**src/rtl/slot_accum_pkg.sv**
```systemverilog
package slot_accum_pkg;

  // Controller phases of the accumulator.
  typedef enum logic [1:0] {
    PH_ACCUM = 2'd0,  // taking terms from the input stream
    PH_DRAIN = 2'd1,  // waiting for in-flight additions to land
    PH_RISSUE = 2'd2, // issuing one pairwise reduction round
    PH_RWAIT = 2'd3   // waiting for that round to land
  } phase_t;

  // Number of values left after one pairwise round.
  function automatic int unsigned halve_up(input int unsigned n);
    return (n + 1) / 2;
  endfunction

endpackage

```
**src/rtl/slot_accum_adder.sv**
```systemverilog
// Stand-in for a floating-point adder: an integer adder followed by a
// delay line, with a valid tag and a slot tag carried alongside the data.
module slot_accum_adder #(
  parameter int W   = 32,
  parameter int LAT = 12,
  parameter int TW  = 4
) (
  input  logic          clk,
  input  logic          rst,
  input  logic          op_vld,
  input  logic [W-1:0]  op_a,
  input  logic [W-1:0]  op_b,
  input  logic [TW-1:0] op_tag,
  output logic          res_vld,
  output logic [W-1:0]  res_sum,
  output logic [TW-1:0] res_tag,
  output logic          busy
);

  logic [LAT-1:0] vld_q;
  logic [W-1:0]   sum_q [LAT];
  logic [TW-1:0]  tag_q [LAT];

  // Validity is the only reset state; data stages are free-running.
  always_ff @(posedge clk) begin
    if (rst) vld_q <= '0;
    else     vld_q <= {vld_q[LAT-2:0], op_vld};
  end

  always_ff @(posedge clk) begin
    sum_q[0] <= op_a + op_b;
    tag_q[0] <= op_tag;
    for (int s = 1; s < LAT; s++) begin
      sum_q[s] <= sum_q[s-1];
      tag_q[s] <= tag_q[s-1];
    end
  end

  assign res_vld = vld_q[LAT-1];
  assign res_sum = sum_q[LAT-1];
  assign res_tag = tag_q[LAT-1];
  assign busy    = |vld_q;

endmodule

```
**src/rtl/slot_accum_bank.sv**
```systemverilog
// Partial-sum storage: one write port, two asynchronous read ports, and a
// per-slot "fresh" bit so a whole frame can be cleared in one cycle.
module slot_accum_bank #(
  parameter int W  = 32,
  parameter int L  = 12,
  parameter int AW = 4
) (
  input  logic          clk,
  input  logic          rst,
  input  logic          clr_all,
  input  logic          wr_en,
  input  logic [AW-1:0] wr_slot,
  input  logic [W-1:0]  wr_data,
  input  logic [AW-1:0] rd_a_slot,
  output logic [W-1:0]  rd_a_data,
  input  logic [AW-1:0] rd_b_slot,
  output logic [W-1:0]  rd_b_data,
  output logic [L-1:0]  fresh_o
);

  logic [W-1:0] mem [L];
  logic [L-1:0] fresh;
  logic [L-1:0] hit;

  // Storage without reset so it can map onto distributed RAM.
  always_ff @(posedge clk) begin
    if (wr_en) mem[wr_slot] <= wr_data;
  end

  for (genvar i = 0; i < L; i++) begin : g_hit
    assign hit[i] = wr_en && (wr_slot == AW'(i));
  end

  always_ff @(posedge clk) begin
    if (rst || clr_all) fresh <= '1;
    else                fresh <= fresh & ~hit;
  end

  assign rd_a_data = fresh[rd_a_slot] ? '0 : mem[rd_a_slot];
  assign rd_b_data = fresh[rd_b_slot] ? '0 : mem[rd_b_slot];
  assign fresh_o   = fresh;

endmodule

```
**src/rtl/slot_accum.sv**
```systemverilog
module slot_accum #(
  parameter int W   = 32,
  parameter int LAT = 12
) (
  input  logic         clk,
  input  logic         rst,
  input  logic         in_vld,
  input  logic [W-1:0] in_data,
  input  logic         in_last,
  output logic [W-1:0] sum_out,
  output logic         sum_done
);
  import slot_accum_pkg::*;

  localparam int L  = LAT;
  localparam int AW = (L > 2) ? $clog2(L) : 1;
  localparam int CW = $clog2(L + 1);

  phase_t        phase;
  logic [AW-1:0] ptr;
  logic [AW-1:0] k;
  logic [CW-1:0] n_cur;
  logic [CW-1:0] n_half;

  logic          op_vld;
  logic [W-1:0]  op_a, op_b;
  logic [AW-1:0] op_tag;
  logic          res_vld;
  logic [W-1:0]  res_sum;
  logic [AW-1:0] res_tag;
  logic          pipe_busy;

  logic [AW-1:0] rd_a_slot, rd_b_slot;
  logic [W-1:0]  rd_a_data, rd_b_data;
  logic [L-1:0]  fresh_vec;
  logic          finish;
  logic          acc_phase;
  logic [AW:0]   two_k;
  logic [AW:0]   b_idx;
  logic          has_b;

  assign acc_phase = (phase == PH_ACCUM);
  assign n_half    = CW'(halve_up(int'(n_cur)));
  assign two_k     = {k, 1'b0};
  assign b_idx     = two_k + 1'b1;
  assign has_b     = (int'(b_idx) < int'(n_cur));
  assign finish    = (phase == PH_RWAIT) && !pipe_busy && (n_half == CW'(1));

  // Operand selection: stream terms during accumulation, slot pairs during
  // reduction. A result leaving the adder for the selected slot bypasses
  // the bank, since it lands in the very cycle the slot comes round again.
  always_comb begin
    op_vld    = 1'b0;
    op_a      = in_data;
    op_b      = rd_a_data;
    op_tag    = ptr;
    rd_a_slot = '0;
    rd_b_slot = '0;
    unique case (phase)
      PH_ACCUM: begin
        rd_a_slot = ptr;
        op_vld    = in_vld;
        op_a      = in_data;
        op_b      = (res_vld && res_tag == ptr) ? res_sum : rd_a_data;
        op_tag    = ptr;
      end
      PH_RISSUE: begin
        rd_a_slot = two_k[AW-1:0];
        rd_b_slot = b_idx[AW-1:0];
        op_vld    = 1'b1;
        op_a      = rd_a_data;
        op_b      = has_b ? rd_b_data : '0;
        op_tag    = k;
      end
      default: begin
        rd_a_slot = '0;
      end
    endcase
  end

  slot_accum_adder #(.W(W), .LAT(LAT), .TW(AW)) u_add (
    .clk     (clk),
    .rst     (rst),
    .op_vld  (op_vld),
    .op_a    (op_a),
    .op_b    (op_b),
    .op_tag  (op_tag),
    .res_vld (res_vld),
    .res_sum (res_sum),
    .res_tag (res_tag),
    .busy    (pipe_busy)
  );

  slot_accum_bank #(.W(W), .L(L), .AW(AW)) u_bank (
    .clk       (clk),
    .rst       (rst),
    .clr_all   (finish),
    .wr_en     (res_vld),
    .wr_slot   (res_tag),
    .wr_data   (res_sum),
    .rd_a_slot (rd_a_slot),
    .rd_a_data (rd_a_data),
    .rd_b_slot (rd_b_slot),
    .rd_b_data (rd_b_data),
    .fresh_o   (fresh_vec)
  );

  always_ff @(posedge clk) begin
    if (rst) begin
      phase    <= PH_ACCUM;
      ptr      <= '0;
      k        <= '0;
      n_cur    <= CW'(L);
      sum_out  <= '0;
      sum_done <= 1'b0;
    end else begin
      sum_done <= 1'b0;
      unique case (phase)
        PH_ACCUM: begin
          ptr <= (ptr == AW'(L - 1)) ? '0 : ptr + 1'b1;
          if (in_vld && in_last) phase <= PH_DRAIN;
        end
        PH_DRAIN: begin
          if (!pipe_busy) begin
            phase <= PH_RISSUE;
            k     <= '0;
            n_cur <= CW'(L);
          end
        end
        PH_RISSUE: begin
          if (CW'(k) == n_half - 1'b1) phase <= PH_RWAIT;
          else                         k     <= k + 1'b1;
        end
        PH_RWAIT: begin
          if (!pipe_busy) begin
            if (n_half == CW'(1)) begin
              sum_out  <= rd_a_data;
              sum_done <= 1'b1;
              phase    <= PH_ACCUM;
              ptr      <= '0;
            end else begin
              n_cur <= n_half;
              k     <= '0;
              phase <= PH_RISSUE;
            end
          end
        end
        default: phase <= PH_ACCUM;
      endcase
    end
  end

  initial begin
    if (LAT < 2) $error("slot_accum: LAT must be at least 2");
  end

endmodule

```
**config.mk**
```make
export PLATFORM = sky130hd
export DESIGN_NAME = slot_accum
export DESIGN_NICKNAME = d
export VERILOG_FILES = /design/src/rtl/slot_accum_pkg.sv /design/src/rtl/slot_accum_adder.sv /design/src/rtl/slot_accum_bank.sv /design/src/rtl/slot_accum.sv
export SDC_FILE = /design/constraint.sdc
export NUM_CORES = 1
export LEC_CHECK = 0
export BUFFER_PORTS_ARGS = -buffer_cell sky130_fd_sc_hd__buf_4
export CAP_MARGIN = 10
export CORE_AREA = 2 2 289 291
export DETAILED_ROUTE_END_ITERATION = 8
export DIE_AREA = 0 0 291 293
export PLACE_DENSITY = 0.52
export SYNTH_ARGS = -nofsm -noshare
export SYNTH_HDL_FRONTEND = slang
export SYNTH_HIERARCHICAL = 1
export SYNTH_SLANG_ARGS = --single-unit
export TNS_END_PERCENT = 5
```
**constraint.sdc**
```tcl
create_clock -name clk -period 6.24 [get_ports clk]
set_clock_uncertainty 0.05 [all_clocks]
set_input_delay 0.936 -clock clk [delete_from_list [all_inputs] [get_ports clk]]
set_output_delay 0.936 -clock clk [all_outputs]
set_load 0.01 [all_outputs]
```
==> summary.md <==
| Metric | Value |
|---|---|
| Outcome | finished clean |
| Final setup fails | 0 |
| Later-pin clock latency in the skew report | 650 ps |
| Minimum clock period | 5860 ps |
| Number of remaining DRC errors | 0 |
| Syn Nets | 2210 |
| VDD IR-drop max | 0.000267 V |
| Global route total overflow | 0 |
| Die width | 291 um |
| Worst Hold Class | reg -> reg |
| Drt pass-1 iters | 5 |
| Largest family of logic cells by synthesized area | multiplexers |
| Drt total wl | 88400 um |
| CTS tree | yes |
| Setup crit start kind | flop |
| CP most frequent cell | buf_4 |
| Final Hold Viols | 0 |
| Worst stage delay on the critical path | 440 ps |
| Max-Cap Viols | 0 |
| Compound-Gate Fraction of Synth Area | 8.88% |
| Post-synth top area share | 35.3% |
| Num ports | 69 |
| Simple-gate share of the synthesized area | 5.48% |
| Layout cells sized above 1 | 27.9% |
| Synth area leaders | edfxtp_1 (35%), dfxtp_1 (31%), mux4_2 (14%) |
| Ys async rst share | 0% |
| Area leader, netlist | edfxtp_1 |
| Adder-Cell Fraction of Synth Area | 1.52% |
| Post-CTS setup buffer count | 0 |
| H-tree depth | 3 |
| # rows | 105 |
| Die extent in y | 293 um |
| Avg WL per Cell | 26.5 um |
| Leak Pwr | 13.0 nW |
| Final Cycle Share | 94.0% |
| Count of state elements after synthesis | 887 |
| Number of buffers created by CTS | 89 |
| ANT cells | 0 |
| Antenna violations before repair | 0 |
| Mapped Cells | 2135 |
| Critical Path Slowest Stage Cell | a21oi_2 |
| DP Worst Slack | 436 ps |
| Total GRT Usage | 20.7% |
| Post-Syn Area | 32700 sq um |
| RD Place Congestion | 0.840 |
| Initial Utilization | 39.9% |
| Fillers | 7122 |
| PD cells | 346 nW/um^2 |
| Slew headroom | 18.5% |
| CTS max path bufs | 3 |
| Final setup margin | 376 ps |
| Transition time of the tightest slew-check pin | 1220 ps |
| DP Wirelength | 54500 um |
| Vias in the first global route | 19326 |
| CP bufs+invs | 4 |
| ANT nets after route | 0 |
| Clk slew on worst S/H paths | 70 ps |
| Port Buffers | 68 |
| Synth Flop Type | dfxtp_1 |
| Largest net degree at the start of global routing | 94 |
| Vias per cell | 5.58 |
| Root Buffer | clkbuf_16 |
| Final net count | 2268 |
| Global-route wire length before repair | 129000 um |
| Peak Freq | 0.171 GHz |
| Pins Over Slew Limit | 0 |
| Multi-input gate area | 10200 sq um |
| Setup crit end kind | flop |
| P&R area growth vs syn | 13.8% |
| Most common cell in the netlist | dfxtp_1 |
| Overall power | 12.9 mW |
| Core ar. | 81800 sq um |
| WS Path Type | reg -> reg |
| Cells along the critical path | buf_4, nor2_1, and2_2, buf_4, nor2b_2, buf_4, buf_4, a22oi_1, a21oi_2, a22oi_1, o21ai_1, ha_1, and3_2, a221oi_4, o211ai_4, a31o_2, a31oi_1, o21ai_0, xor2_1 |
| Number of library cell types mapped by synthesis | 78 |
| Register area share after synthesis | 66.1% |
| Sink Count | 887 |
| CP delay by family, top | compound AO/OA/AOI/OAI gates |
| XOR/XNOR Fraction of Synth Area | 1.14% |
| Critical path arrival | 6320 ps |
| Syn avg cell area | 15.3 sq um |
| Post-CTS sizing | 0 |
| Full die area | 85300 sq um |
| Post-synthesis mux area share | 13.7% |
| Synth warn | 6 |
| DR vias | 18635 |
| EDFF count, synth | 384 |
| CP required | 6700 ps |
| FF/Latch Area | 21600 sq um |
| RSZ-0062 raised after global routing | false |
| Synth cell count leaders | dfxtp_1 (503), edfxtp_1 (384), nand2_1 (236) |
| Hold_buf cts | 0 |
| CP max FO | 17 |
| 1st-iter DRT viols | 1559 |
| Setup TNS | 0 ps |
metal layers:
metal  track usage [%]  vias up  share of wire, %  routed length [um]
met5                 0        -                 0                   0
met4              9.14        0               4.4                3890
met3              4.39      186               7.1                6290
met2              33.4      729                47               41600
met1              27.0     9570                41               36600
li1                  -     8150                 -                   -
final timing paths:
check / from / end / slack, ps / depth (start not counted)
setup / recovery: phase[0]$_SDFFE_PP0P_ / u_add/sum_q[0][18]$_DFF_P_ / 380 / 19
hold / removal: u_add/sum_q[2][90]$_DFF_P_ / u_add/sum_q[2][122]$_DFF_P_ / 270 / 0
setup reg to reg: phase[0]$_SDFFE_PP0P_ / u_add/sum_q[0][18]$_DFF_P_ / 380 / 19
hold reg to reg: u_add/sum_q[2][90]$_DFF_P_ / u_add/sum_q[2][122]$_DFF_P_ / 270 / 0
layout by cell type (no fill, tap or decap), types with 6 or more instances in the layout:
master | netlist | routed
ha_1 | 38 | 38
o21ai_0 | 44 | 44
a21o_1 | 20 | 18
nand2_2 | 28 | 28
nor2_1 | 46 | 35
clkbuf_8 | 0 | 15
dfxtp_1 | 503 | 503
edfxtp_1 | 384 | 384
nand4_1 | 7 | 7
a21oi_1 | 43 | 43
xor2_1 | 17 | 17
nor3_1 | 11 | 8
nand3_1 | 12 | 12
a21oi_2 | 88 | 88
clkinv_4 | 0 | 6
clkbuf_16 | 0 | 97
o21ai_1 | 17 | 17
clkbuf_1 | 65 | 19
mux4_2 | 198 | 198
a22oi_1 | 128 | 128
inv_1 | 17 | 16
xnor2_1 | 23 | 23
nand2_1 | 236 | 236
nor2b_1 | 17 | 15
nor2_4 | 0 | 9
clkinv_2 | 0 | 11
buf_4 | 47 | 121
cells by family after synthesis:
kind of cell	after synthesis
simple gates	399
compound gates	392
xor+xnor	41
buf+inv	177
mux	200
fa+ha+maj	39
flops	887
area by class of cell:
cell class              instances  share of cell area, %
repair buffers                125                   2.66
clock buffers                 134                   7.32
clock inverters                32                  0.761
inverters                      19                  0.225
well taps                    1070                   3.60
flip-flops and latches        887                   58.1
multi-input cells            1071                   27.3
metrics by stage:
step           hold WS, ps  std cells  area, sq um  utilization, %
2_1_floorplan          260       2135        32700               -
3_3_place_gp           260       3172        34200            41.8
3_5_place_dp           262       3172        34200            41.8
4_1_cts                268       3338        37200            45.4
5_1_grt                270       3338        37200            45.4
6_report               268       3338        37200            45.4
power by group:
group / switching [mW] / internal [mW]
combinational: 0.478 / 0.340
sequential: 0.206 / 6.50
clock: 2.26 / 3.10
total: 2.94 / 9.94
state kept, by name (all words and copies together) (netlist names):
name and flops:
u_bank/fresh_o 12, sum_out 32, u_add/tag_q 48, n_cur 4, u_add/sum_q 384, u_add/vld_q 12
sum_done 1, u_bank/mem 384, k 4, ptr 4, phase 2
worst reg2reg max path, cell delays in order (launching register included):
cell and delay, ps:
dfxtp_1 320, buf_4 200, nor2_1 150, and2_2 250, buf_4 420, nor2b_2 380
buf_4 280, buf_4 410, a22oi_1 200, a21oi_2 440, a22oi_1 170, o21ai_1 180
ha_1 320, and3_2 230, a221oi_4 380, o211ai_4 210, a31o_2 320, a31oi_1 320
o21ai_0 160, xor2_1 350
Note: power is estimated with default switching activity, not from simulation.
